[config.mk]
export PLATFORM = sky130hd
export DESIGN_NAME = spi_hold_ctrl
export DESIGN_NICKNAME = d
export VERILOG_FILES = /design/src/rtl/spi_hold_pkg.sv /design/src/rtl/spi_hold_sync.sv /design/src/rtl/spi_hold_tracker.sv /design/src/rtl/spi_hold_edge_gate.sv /design/src/rtl/spi_hold_ctrl.sv
export SDC_FILE = /design/constraint.sdc
export NUM_CORES = 1
export LEC_CHECK = 0
export ABC_AREA = 0
export BUFFER_PORTS_ARGS = -buffer_cell sky130_fd_sc_hd__buf_4
export CAP_MARGIN = 20
export CORE_AREA = 2 2 39 41
export CTS_BUF_LIST = sky130_fd_sc_hd__clkbuf_4 sky130_fd_sc_hd__clkbuf_8
export DETAILED_ROUTE_END_ITERATION = 12
export DIE_AREA = 0 0 41 43
export SLEW_MARGIN = 20
export SYNTH_ARGS = -nofsm -noshare
export SYNTH_HDL_FRONTEND = slang
export SYNTH_SLANG_ARGS = --single-unit
[constraint.sdc]
create_clock -name clk -period 2.7 [get_ports clk]
set_clock_uncertainty 0.05 [all_clocks]
set_input_delay 0 -clock clk [delete_from_list [all_inputs] [get_ports clk]]
set_output_delay 0 -clock clk [all_outputs]
set_load 0.02 [all_outputs]
[src/rtl/spi_hold_pkg.sv]
package spi_hold_pkg;

  typedef struct packed {
    logic sck;
    logic cs_n;
    logic hold_n;
  } pins_t;

  localparam pins_t PINS_IDLE = '{sck: 1'b0, cs_n: 1'b1, hold_n: 1'b1};

  // Next hold state: changes only during the clock-low phase, cleared by deselect.
  function automatic logic hold_next(input logic cs_n, input logic sck,
                                     input logic hold_n, input logic held);
    if (cs_n)
      return 1'b0;
    if (!sck)
      return !hold_n;
    return held;
  endfunction

  // Bit index advance with wrap at the unit length.
  function automatic int unsigned pos_next(input int unsigned pos,
                                           input int unsigned units);
    if (pos + 1 >= units)
      return 0;
    return pos + 1;
  endfunction

endpackage

[src/rtl/spi_hold_sync.sv]
module spi_hold_sync
  import spi_hold_pkg::*;
#(
  parameter int STAGES = 2
) (
  input  logic  clk,
  input  logic  rst_n,
  input  pins_t raw_i,
  output pins_t sync_o
);

  pins_t pipe [STAGES];

  generate
    for (genvar g = 0; g < STAGES; g++) begin : g_stage
      always_ff @(posedge clk or negedge rst_n) begin
        if (!rst_n)
          pipe[g] <= PINS_IDLE;
        else if (g == 0)
          pipe[g] <= raw_i;
        else
          pipe[g] <= pipe[(g == 0) ? 0 : g - 1];
      end
    end
  endgenerate

  assign sync_o = pipe[STAGES-1];

endmodule

[src/rtl/spi_hold_tracker.sv]
module spi_hold_tracker
  import spi_hold_pkg::*;
(
  input  logic  clk,
  input  logic  rst_n,
  input  pins_t pins_i,
  output logic  held_o
);

  logic held_q;

  always_ff @(posedge clk or negedge rst_n) begin
    if (!rst_n)
      held_q <= 1'b0;
    else
      held_q <= hold_next(pins_i.cs_n, pins_i.sck, pins_i.hold_n, held_q);
  end

  assign held_o = held_q;

endmodule

[src/rtl/spi_hold_edge_gate.sv]
module spi_hold_edge_gate
  import spi_hold_pkg::*;
#(
  parameter int BITS_PER_UNIT = 8,
  localparam int POS_W = (BITS_PER_UNIT > 1) ? $clog2(BITS_PER_UNIT) : 1
) (
  input  logic             clk,
  input  logic             rst_n,
  input  pins_t            pins_i,
  input  logic             held_i,
  output logic             rise_o,
  output logic             fall_o,
  output logic [POS_W-1:0] pos_o
);

  logic             sck_d;
  logic [POS_W-1:0] pos_q;
  logic             open_win;

  assign open_win = !pins_i.cs_n && !held_i;
  assign rise_o   = open_win &&  pins_i.sck && !sck_d;
  assign fall_o   = open_win && !pins_i.sck &&  sck_d;

  always_ff @(posedge clk or negedge rst_n) begin
    if (!rst_n) begin
      sck_d <= 1'b0;
      pos_q <= '0;
    end else begin
      sck_d <= pins_i.sck;
      if (pins_i.cs_n)
        pos_q <= '0;
      else if (rise_o)
        pos_q <= POS_W'(pos_next(int'(pos_q), BITS_PER_UNIT));
    end
  end

  assign pos_o = pos_q;

endmodule

[src/rtl/spi_hold_ctrl.sv]
module spi_hold_ctrl
  import spi_hold_pkg::*;
#(
  parameter int SYNC_STAGES   = 2,
  parameter int BITS_PER_UNIT = 8,
  localparam int POS_W = (BITS_PER_UNIT > 1) ? $clog2(BITS_PER_UNIT) : 1
) (
  input  logic             clk,
  input  logic             rst_n,
  input  logic             sck_i,
  input  logic             cs_n_i,
  input  logic             hold_n_i,
  output logic             hold_active_o,
  output logic             so_oe_o,
  output logic             data_rise_o,
  output logic             data_fall_o,
  output logic [POS_W-1:0] bit_pos_o
);

  pins_t pins_raw;
  pins_t pins_s;
  logic  held;

  assign pins_raw = '{sck: sck_i, cs_n: cs_n_i, hold_n: hold_n_i};

  spi_hold_sync #(.STAGES(SYNC_STAGES)) u_sync (
    .clk    (clk),
    .rst_n  (rst_n),
    .raw_i  (pins_raw),
    .sync_o (pins_s)
  );

  spi_hold_tracker u_track (
    .clk    (clk),
    .rst_n  (rst_n),
    .pins_i (pins_s),
    .held_o (held)
  );

  spi_hold_edge_gate #(.BITS_PER_UNIT(BITS_PER_UNIT)) u_gate (
    .clk    (clk),
    .rst_n  (rst_n),
    .pins_i (pins_s),
    .held_i (held),
    .rise_o (data_rise_o),
    .fall_o (data_fall_o),
    .pos_o  (bit_pos_o)
  );

  assign hold_active_o = held;
  assign so_oe_o       = !pins_s.cs_n && !held;

endmodule

* After elaboration in Yosys (flattened, before gate mapping)
Index checks and enable logic that the tools add are counted.
** Storage, ports and cells
- Bits in registers :: 11
- Bits of input ports :: 5
- Output and inout port bits :: 7
** Cells by class
- Reductions and logical operators :: 12
- Mux-type cells :: 13
- Magnitude comparators :: 1
- Add/sub/neg operators :: 1
** Operator list (count)
- $mux W1 :: 10
- $mux W3 :: 3
- $logic_and A1 B1 Y1 :: 5
- $logic_not A1 Y1 :: 5
- $add A3 B1 Y4 const B :: 1
- $ge A4 B4 Y1 const B :: 1
- $reduce_bool A2 Y1 :: 2

* Logic depth before layout (Yosys ltp)
Gate-level depths: netlist (run 1).
- Depth in word-level cells :: 9
- Gate-level depth with buffers :: 3

* Hierarchy
A second synthesis (run 1) with hierarchy kept.
** Second synthesis, totals
- Cells, all modules :: 30
- Area, all modules :: 432.9 um2
** Modules (own cells, without submodules)
- spi_hold_edge_gate :: area an instance 207.7 um2, cells an instance 16, times used 1
- spi_hold_sync :: area an instance 177.7 um2, cells an instance 9, times used 1
- spi_hold_tracker :: area an instance 43.8 um2, cells an instance 4, times used 1
- spi_hold_ctrl :: area an instance 3.8 um2, cells an instance 1, times used 1

* Least setup slack after synthesis (run 1)
OpenSTA, ideal clock, no wires.
- Kind :: reg-to-reg
- Start :: register u_track.held_q (netlist: u_track.held_o)
- End :: register u_gate.pos_q[2] (netlist: u_gate.pos_o[2])
- Cell stages (with the launch flop) :: 4
- Required time :: 2526 ps
- Path buffers :: 0
- Period minus slack after synthesis :: 1546 ps
- Arrival :: 1372 ps
- Path slack :: 1154 ps
- Path through :: dfrtp_1 nor4b_4 nor2_2 a211o_1
** Between the ends
- Cells in the longest elaborated chain, start to end :: 5
** Ends and longest elaborated chain
- from (decl) :: RTL line spi_hold_tracker.sv:10 : logic held_q;
- from (signal assigned) :: RTL line spi_hold_tracker.sv:16 : held_q <= hold_next(pins_i.cs_n, pins_i.sck, pins_i.hold_n, held_q);
- $logic_not A1 Y1 :: RTL line spi_hold_edge_gate.sv:20 : assign open_win = !pins_i.cs_n && !held_i;
- $logic_and A1 B1 Y1 :: RTL line spi_hold_edge_gate.sv:20
- $logic_and A1 B1 Y1 (2 in a row) :: RTL line spi_hold_edge_gate.sv:21 : assign rise_o = open_win && pins_i.sck && !sck_d;
- net data_rise_o :: RTL line spi_hold_ctrl.sv:15 : output logic data_rise_o,
- $reduce_bool A2 Y1 (no line)
- to (signal assigned) :: RTL line spi_hold_edge_gate.sv:33 : pos_q <= POS_W'(pos_next(int'(pos_q), BITS_PER_UNIT));
- to (decl) :: RTL line spi_hold_edge_gate.sv:17 : logic [POS_W-1:0] pos_q;
The timed path passes the listed nets, and every way through them passes these cells.
A chain may end at the register's enable or synchronous reset.

* Worst setup path in the final report (run 1)
- Start :: register u_track.held_q (netlist: u_track.held_o)
- End :: register u_gate.pos_q[2] (netlist: u_gate.pos_o[2])
** Between the ends
- Cells in the longest elaborated chain, start to end :: 5
** Ends and longest elaborated chain (RTL line)
- $logic_not A1 Y1 :: spi_hold_edge_gate.sv:20
- $logic_and A1 B1 Y1 :: spi_hold_edge_gate.sv:20
- $logic_and A1 B1 Y1 (2 in a row) :: spi_hold_edge_gate.sv:21
- $reduce_bool A2 Y1 (no line)
Every way passes these cells.

==> results.tsv, run 1 <==
stage	metric	value	unit
status	status	finished, final reports clean	
routing	DRC viols	0	
routing	DRT iter0 DRCs	1	
worst_setup_path	Worst Path Required	2790	ps
synth	largest family of logic cells by synthesized area	simple AND/OR/NAND/NOR gates	
worst_setup_path	Largest delay share family, worst path	simple AND/OR/NAND/NOR gates	
die	Die Area	0.00176	mm²
synth	Post-synth EDFFs	0	
synth	Synthesized Nets	33	
worst_setup_path	worst r2r src	u_track.held_o	
synth	Post-synth top flop	dfrtp_1	
die	core outline area	0.00138	mm²
synth	most frequent cells after synthesis	dfrtp_1, dfstp_2, nor2_1	
worst_setup_path	critical setup path kind	reg2reg	
routing	WL per Instance	11.5	µm
worst_setup_path	CP Capture Type	register	
die	Site Rows	14	
global_route	total gr overflow	0	
global_route	largest net degree at the start of global routing	12	
synth	ys async rst share	1.00	
timing	final period utilization	0.527	
placed_design	Setup WS pre-CTS	1270	ps
worst_setup_path	R2R cell count	3	
die	I/O pins	12	
synth	Synth Area in Simple Gates	0.204	
clocking	CTS Buf Count	3	
pwr	sw frac	0.215	
synth	Syn Inst Count	27	
routing	Post-DRT Antenna Nets	0	
worst_setup_path	critical-path cell list	nor4b_4, nor2_2, a211o_1	
final_layout	ant diodes	0	
placed_design	Port Buffers	11	
timing	final worst slack	1280	ps
clocking	clk slew on worst S/H paths	60	ps
pwr	Leak	0.282	nW
synth	Synth Area in Adders	0.0309	
synth	Post-Synth XOR/XNOR Area	0	
timing	Tightest Pin Transition	418	ps
clocking	later-pin clock latency in the skew report	260	ps
pwr	Flop pwr share	0.551	
timing	Post-Route Setup TNS	0	ps
die	Horiz. Die Dim	41	µm
synth	largest area contributor in the netlist	dfrtp_1	
worst_setup_path	CP startpoint kind	register	
worst_hold_path	Worst Hold Class	in2async	
pwr	power density cells	575	mW/mm²
routing	Vias	283	
die	Die Height	43	µm
synth	multiplexer share of the synthesized area	0.0278	
worst_setup_path	Worst R2R Setup Slack	1280	ps
synth	post-synth cell types	15	
final_layout	fillers	125	
routing	Vias/cell	4.56	
synth	post-synthesis sequential area ratio	0.691	
global_route	vias in the first global route	316	
final_layout	P&R area growth vs syn	42.6	%
final_layout	register area	280	µm²
pwr	Design Power	0.332	mW
job	Max Cap Viol	0	
timing	Max transition margin	0.720	
global_route	total track usage	0.109	
pwr	Peak VDD IR	0.000210	V
synth	Synth top area share	0.432	
final_layout	Final Net Count	53	
pwr	sw power	0.0714	mW
timing	unrepaired setup endpoints after global routing	false	
worst_setup_path	CP peak stage delay	450	ps
placed_design	routability cong.	0.618	
pwr	Clock power frac	0.345	
placed_design	Final HPWL DP	527	µm
timing	Pins Over Slew Limit	0	
worst_setup_path	crit path buf inv count	0	
clocking	Root Driver	clkbuf_4	
synth	Synth Cell Area	405	µm²
timing	Max Clk Rate	703	MHz
synth	Synth Area in Compound Gates	0.0463	
pwr	P_int	0.261	mW
clocking	Max Buffers Root-to-Sink	2	
synth	synth warn	0	
synth	synth top area cells	dfrtp_1, dfstp_2, nor4b_4, ha_1, mux2_2	
synth	Mapped Avg Cell Area	15.0	µm²
global_route	initial antenna violation count	0	
pwr	Comb pwr share	0.105	
die	Starting Density	0.293	
clocking	# resized after CTS	0	
timing	clock period minus worst slack	1420	ps
worst_setup_path	Setup crit start	u_track.held_o	
timing	final hold violations	0	
final_layout	share of layout cells above drive strength 1	0.478	
clocking	TritonCTS clock tree	done	
routing	drt first pass iters	3	
synth	#FFs+latches synth	11	
final_layout	footprint of the multi-input gates	125	µm²
routing	routed wire length	710	µm
synth	count leader, synth	dfrtp_1	
worst_setup_path	largest fanout on the critical path	7	
worst_setup_path	reg2reg end	u_gate.pos_o[2]	
global_route	first-pass GRT wire length	1300	µm
clocking	clk sinks	11	
timing	endpoints failing setup	0	
clocking	H-tree depth	1	
worst_setup_path	Critical Path AT	1520	ps
worst_setup_path	slowest stage cell, crit path	nor4b_4	
## what timing repair did
action,CTS,global route
hold endpoints to repair,14,0
buffers inserted,0,0
hold buffers,4,0
## placed cells by master (no fill, tap or decap)
cell type,count
and4b_1,1
dlygate4sd3_1,4
buf_4,11
dfrtp_1,7
nor4b_4,1
nand2b_1,1
o21ai_0,1
clkbuf_4,4
nand2_1,2
ha_1,1
a211o_1,1
and3b_1,1
dfstp_2,4
nor2_1,3
a21oi_1,1
nor2_2,1
mux2_2,1
nor4b_1,1
## flip-flops by register name (all words and copies together), names as in the netlist
register        flops
u_gate.pos_o        3
u_track.held_o      1
u_sync.pipe         3
u_sync.sync_o       3
u_gate.sck_d        1
## layer usage
layer	share of wire	GRT usage	routed length, µm	vias up
li1	-	-	-	132
met1	0.41	0.122	291	141
met2	0.54	0.175	381	8
met3	0.042	0.0157	30	2
met4	0.0099	0.0800	7	0
met5	0	0	0	-
## stage by stage
stage	utilization	instances	hold WS [ps]	cell area, µm²
after global routing	0.418	62	61.7	578
after CTS	0.418	62	46.5	578
after detailed placement	0.367	54	-208	508
after floorplan	-	27	-346	405
after global placement	0.367	54	-217	508
final	0.418	62	50.5	578
## cell type report
class / instances / share of cell area
tap: 16 / 0.0346
sequential: 11 / 0.485
multi-input combinational: 16 / 0.216
timing repair buffer: 15 / 0.212
clock buffer: 4 / 0.0519
## cell families after synthesis
group / after synthesis
and+or+nand+nor: 11
DFF: 11
AOI/OAI and AO/OA: 3
muxes: 1
adders and majority gates: 1
## power groups by stage
| stage | Clock, mW | Combinational, mW | Sequential (mW) |
|---|---|---|---|
| 4_1_cts | 0.121 | 0.0355 | 0.183 |
| 5_1_grt | 0.132 | 0.0384 | 0.184 |
| 6_report | 0.115 | 0.0348 | 0.183 |
| 3_3_place_gp | 0 | 0.0297 | 0.185 |
| 2_1_floorplan | 0 | 0.0111 | 0.187 |
| 3_5_place_dp | 0 | 0.0309 | 0.186 |
## worst max path at each step
stage / cells after the start / endpoint / slack (ps)
floorplan: 3 / u_gate.pos_o[2] / 1150
finish: 3 / u_gate.pos_o[2] / 1280
CTS: 3 / u_gate.pos_o[2] / 1270
detailed placement: 3 / u_gate.pos_o[2] / 1270
global placement: 3 / u_gate.pos_o[2] / 1370
global route: 2 / data_rise_o / 1180
(Power assumes the default switching activity.)
==> inputs of run 2 (changes only) <==
==> constraint.sdc (replaced) <==
create_clock -name clk -period 1.3 [get_ports clk]
set_clock_uncertainty 0.05 [all_clocks]
set_input_delay 0 -clock clk [delete_from_list [all_inputs] [get_ports clk]]
set_output_delay 0 -clock clk [all_outputs]
set_load 0.02 [all_outputs]
==> run 2 against run 1 <==
Die area stayed put. Global-route usage shrank 1.2 points. Total power grew 110%. Sequential power is 110% higher. Register-to-register slack worse by 1300 ps. Count of clock-buffer cells in the layout did not move. First-iteration DRC count rose to 5.0 times the previous value. Via count rose by 6.7%. Wire length down 1.7%. Critical path type unchanged. Critical endpoint unchanged.
==> results.tsv, run 2 (synthesis gave the netlist of run 1 again) <==
stage	metric	value	unit	change
die	Horiz. Die Dim	41	µm	unchanged
final_layout	commonest cells after routing, fill and taps aside	buf_4, dfrtp_1, clkbuf_4, dlygate4sd3_1, dfstp_2		
pwr	Peak VDD IR	0.000707	V	+240%
status	status	finished, final reports clean		
final_layout	P&R area growth vs syn	55.2	%	
timing	Pins Over Slew Limit	0		unchanged
final_layout	share of layout cells above drive strength 1	0.580		+0.102
global_route	vias in the first global route	283		-10%
global_route	total gr overflow	0		unchanged
die	Site Rows	14		unchanged
worst_setup_path	largest fanout on the critical path	5		-2
timing	Tightest Pin Transition	330	ps	-87.2 ps
job	Max Cap Viol	0		unchanged
worst_setup_path	slowest stage cell, crit path	dfrtp_1		
worst_setup_path	Worst Path Required	1390	ps	-1400 ps
final_layout	Final Net Count	57		+7.5%
worst_setup_path	critical setup path kind	reg2reg		
routing	routed wire length	698	µm	-1.7%
die	I/O pins	12		unchanged
die	Die Height	43	µm	unchanged
final_layout	footprint of the multi-input gates	144	µm²	+15%
clocking	TritonCTS clock tree	done		
global_route	total track usage	0.0972		-0.0121
pwr	power density cells	1110	mW/mm²	+93%
routing	drt first pass iters	2		-1
routing	DRC viols	0		unchanged
timing	endpoints failing setup	0		unchanged
timing	Max transition margin	0.779		+0.0584
die	Starting Density	0.293		unchanged
routing	WL per Instance	10.6	µm	-7.6%
final_layout	final instance area	629	µm²	+8.9%
final_layout	fillers	143		+14%
worst_setup_path	crit path buf inv count	0		unchanged
die	core outline area	0.00138	mm²	unchanged
worst_setup_path	Critical Path AT	1380	ps	-140 ps
global_route	largest net degree at the start of global routing	12		unchanged
clocking	Root Driver	clkbuf_4		
die	Die Area	0.00176	mm²	unchanged
routing	Vias/cell	4.58		+0.25%
worst_setup_path	CP Capture Type	register		
final_layout	register area	283	µm²	+0.89%
clocking	H-tree depth	1		unchanged
clocking	clk slew on worst S/H paths	60	ps	about the same
placed_design	Placed Area	524	µm²	+3.2%
worst_setup_path	critical-path cell list	nor4b_4, nor2_2, a211o_1		
worst_setup_path	CP startpoint kind	register		
timing	unrepaired setup endpoints after global routing	true		
pwr	Design Power	0.699	mW	+110%
final_layout	ant diodes	0		unchanged
final_layout	most common cell after layout, fill and taps aside	buf_4		
timing	Post-Route Setup TNS	0	ps	unchanged
timing	clock period minus worst slack	1300	ps	-127 ps
worst_setup_path	Largest delay share family, worst path	simple AND/OR/NAND/NOR gates		
clocking	later-pin clock latency in the skew report	250	ps	about the same
timing	final period utilization	0.996		+0.469
pwr	Leak	0.308	nW	+9.2%
placed_design	routability cong.	0.627		+1.5%
routing	Post-DRT Antenna Nets	0		unchanged
placed_design	Port Buffers	11		unchanged
timing	Max Clk Rate	772	MHz	+9.8%
clocking	Max Buffers Root-to-Sink	2		unchanged
routing	Vias	302		+6.7%
worst_hold_path	Worst Hold Class	in2async		
worst_setup_path	CP peak stage delay	410	ps	-40 ps
routing	DRT iter0 DRCs	5		+4
global_route	first-pass GRT wire length	1110	µm	-14%
clocking	CTS Buf Count	3		unchanged
timing	final hold violations	0		unchanged
final_layout	Final Util	0.455		+0.0371
clocking	clk sinks	11		unchanged
global_route	initial antenna violation count	0		unchanged
run 2: where the power goes:
part / internal (mW) / switching (mW)
sequential: 0.364 / 0.0156
clock: 0.139 / 0.0925
combinational: 0.0497 / 0.0380
run 2: final timing paths:
kind,from,to,slack [ps],depth (start not counted)
worst max register to register,u_gate.sck_d,u_gate.pos_o[2],5,3
worst max-delay path,u_gate.sck_d,u_gate.pos_o[2],5,3
min in group clk,u_sync.pipe[3],u_sync.sync_o[0],310,0
worst min register to register,u_sync.pipe[3],u_sync.sync_o[0],310,0
max in group asynchronous,rst_n,u_sync.pipe[3],930,2
worst min-delay path,rst_n,u_gate.pos_o[0],50,2
run 2: timing repair:
action                                 in CTS  in global routing
gates resized for setup                     3                  1
setup endpoints to repair                   2                  3
pin swaps                                   1                  0
hold buffers                                4                  0
endpoints found under the hold margin      14                  0
setup buffers                               2                  0
run 2: cell type report:
cell class,instances,share of cell area
Multi-Input combinational cell,16,0.229
Clock buffer,4,0.0477
Timing Repair Buffer,19,0.243
Tap cell,16,0.0318
Sequential cell,11,0.449
run 2: stage by stage:
stage                     cells  setup slack [ps]  hold WS [ps]
after floorplan              27              -144          -346
after global placement       56              75.6          -217
after detailed placement     56              23.3          -213
after CTS                    66             -2.99          41.9
after global routing         66             -61.9          49.1
final                        66              4.99          51.3
run 2: layer usage:
layer | vias to the layer above | part of all wire | routed length [µm] | global-route usage
met5 | - | 0 | 0 | 0
met2 | 9 | 0.55 | 381 | 0.156
li1 | 143 | - | - | -
met3 | 2 | 0.064 | 45 | 0.0314
met4 | 0 | 0.0086 | 6 | 0.0600
met1 | 148 | 0.38 | 265 | 0.103
==> inputs of run 3 (changes only) <==
--- a/config.mk
+++ b/config.mk
@@ -12,6 +12,7 @@
 export CTS_BUF_LIST = sky130_fd_sc_hd__clkbuf_4 sky130_fd_sc_hd__clkbuf_8
 export DETAILED_ROUTE_END_ITERATION = 12
 export DIE_AREA = 0 0 41 43
+export SETUP_SLACK_MARGIN = 0.1
 export SLEW_MARGIN = 20
 export SYNTH_ARGS = -nofsm -noshare
 export SYNTH_HDL_FRONTEND = slang
==> run 3 against run 2 <==
Non-clock buffer count unchanged. Die area unchanged. Clock power about the same. Flip-flop and latch count unchanged. Critical path depth unchanged. Register-to-register slack about the same. First-iteration DRC count unchanged. Maximum frequency about the same. Total power up 1.1%. Combinational power up 8.8%.
==> results.tsv, run 3 (synthesis gave the netlist of run 1 again) <==
stage	metric	value	unit	change
status	status	finished, final reports clean		
clocking	clk slew on worst S/H paths	60	ps	about the same
die	I/O pins	12		unchanged
global_route	total gr overflow	0		unchanged
final_layout	final instance area	647	µm²	+2.8%
worst_setup_path	critical setup path kind	reg2reg		
routing	drt first pass iters	2		unchanged
job	Max Cap Viol	0		unchanged
final_layout	fillers	143		unchanged
timing	clock period minus worst slack	1300	ps	+0.737 ps
final_layout	most common cell after layout, fill and taps aside	buf_4		
placed_design	Setup WS pre-CTS	23.3	ps	unchanged
clocking	H-tree depth	1		unchanged
routing	routed wire length	720	µm	+3.2%
clocking	clk sinks	11		unchanged
worst_hold_path	Worst Hold Class	in2async		
placed_design	Port Buffers	11		unchanged
global_route	total track usage	0.0962		-0.00102
worst_setup_path	CP Capture Type	register		
routing	Vias	306		+1.3%
timing	final worst slack	4.26	ps	-0.737 ps
timing	Post-Route Setup TNS	0	ps	unchanged
final_layout	register area	283	µm²	unchanged
worst_setup_path	worst r2r src	u_gate.sck_d		
clocking	TritonCTS clock tree	done		
die	Die Height	43	µm	unchanged
worst_setup_path	Setup crit start	u_gate.sck_d		
die	Starting Density	0.293		unchanged
timing	endpoints failing setup	0		unchanged
placed_design	routability cong.	0.627		unchanged
worst_setup_path	slowest stage cell, crit path	dfrtp_1		
timing	Tightest Pin Transition	332	ps	+1.24 ps
placed_design	Placed Area	524	µm²	unchanged
timing	final hold violations	0		unchanged
final_layout	P&R area growth vs syn	59.6	%	
global_route	vias in the first global route	285		+0.71%
global_route	first-pass GRT wire length	1100	µm	-1.2%
routing	Post-DRT Antenna Nets	0		unchanged
pwr	Peak VDD IR	0.000709	V	+0.26%
final_layout	footprint of the multi-input gates	154	µm²	+7.0%
clocking	CTS Buf Count	3		unchanged
routing	WL per Instance	10.9	µm	+3.2%
worst_setup_path	CP peak stage delay	410	ps	about the same
worst_setup_path	crit path buf inv count	0		unchanged
clocking	Max Buffers Root-to-Sink	2		unchanged
final_layout	share of layout cells above drive strength 1	0.620		+0.0400
worst_setup_path	largest fanout on the critical path	5		unchanged
die	Site Rows	14		unchanged
global_route	largest net degree at the start of global routing	12		unchanged
worst_setup_path	Largest delay share family, worst path	simple AND/OR/NAND/NOR gates		
timing	unrepaired setup endpoints after global routing	true		
die	Horiz. Die Dim	41	µm	unchanged
worst_setup_path	Critical Path AT	1380	ps	about the same
pwr	Leak	0.314	nW	+1.8%
pwr	power density cells	1090	mW/mm²	-1.6%
routing	Vias/cell	4.64		+1.3%
clocking	later-pin clock latency in the skew report	250	ps	about the same
worst_setup_path	Worst Path Required	1390	ps	about the same
routing	DRT iter0 DRCs	5		unchanged
timing	final period utilization	0.997		about the same
timing	Max transition margin	0.778		-0.000828
die	core outline area	0.00138	mm²	unchanged
pwr	Design Power	0.707	mW	+1.1%
timing	Pins Over Slew Limit	0		unchanged
worst_setup_path	CP startpoint kind	register		
global_route	initial antenna violation count	0		unchanged
clocking	Root Driver	clkbuf_4		
final_layout	commonest cells after routing, fill and taps aside	buf_4, dfrtp_1, clkbuf_4, dlygate4sd3_1, dfstp_2		
timing	Max Clk Rate	772	MHz	about the same
routing	DRC viols	0		unchanged
final_layout	ant diodes	0		unchanged
worst_setup_path	critical-path cell list	nor4b_4, nor2_2, a211o_1		
die	Die Area	0.00176	mm²	unchanged
final_layout	Final Net Count	57		unchanged
## run 3: cell counts in the layout (fill, tap and decap cells not counted)
Identical to the previous run, type by type.
## run 3: report_power, final
group	leakage [nW]	internal, mW	switching, mW
registers	0.129	0.364	0.0158
logic	0.166	0.0540	0.0414
clock network	0.0184	0.139	0.0925
total	0.314	0.557	0.150
## run 3: worst paths after layout
path / slack [ps] / endpoint / depth (start not counted)
max: 4 / u_gate.pos_o[2] / 3
min: 50 / u_gate.pos_o[0] / 2
max reg2reg: 4 / u_gate.pos_o[2] / 3
min reg2reg: 310 / u_sync.sync_o[0] / 0
max in group asynchronous: 930 / u_sync.pipe[3] / 2
min in group clk: 310 / u_sync.sync_o[0] / 0
## run 3: layer usage
layer  share of wire  up-vias  routed length (µm)  global-route usage
met5               0        -                   0                   0
met4          0.0083        0                   6              0.0600
met3           0.063        2                  45              0.0314
met2            0.58        9                 414               0.156
met1            0.35      150                 254              0.0993
li1                -      145                   -                   -
## run 3: per-stage QoR
step / util / instances / hold slack [ps]
final: 0.467 / 66 / 51.3
after global routing: 0.467 / 66 / 49.1
after CTS: 0.458 / 66 / 41.9
after detailed placement: 0.379 / 56 / -213
after global placement: 0.379 / 56 / -217
after floorplan: - / 27 / -346
## run 3: layout make-up
class,instances,share of cell area
well taps,16,0.0309
flip-flops and latches,11,0.437
multi-input cells,16,0.238
repair buffers,19,0.248
clock buffers,4,0.0464
## run 3: timing repair
| action | CTS | global route |
|---|---|---|
| hold buffers | 4 | 0 |
| resized for setup | 6 | 4 |
| buffers inserted | 2 | 0 |
| setup endpoints to repair | 6 | 6 |
| hold endpoints to repair | 14 | 0 |
| pin swaps | 1 | 2 |
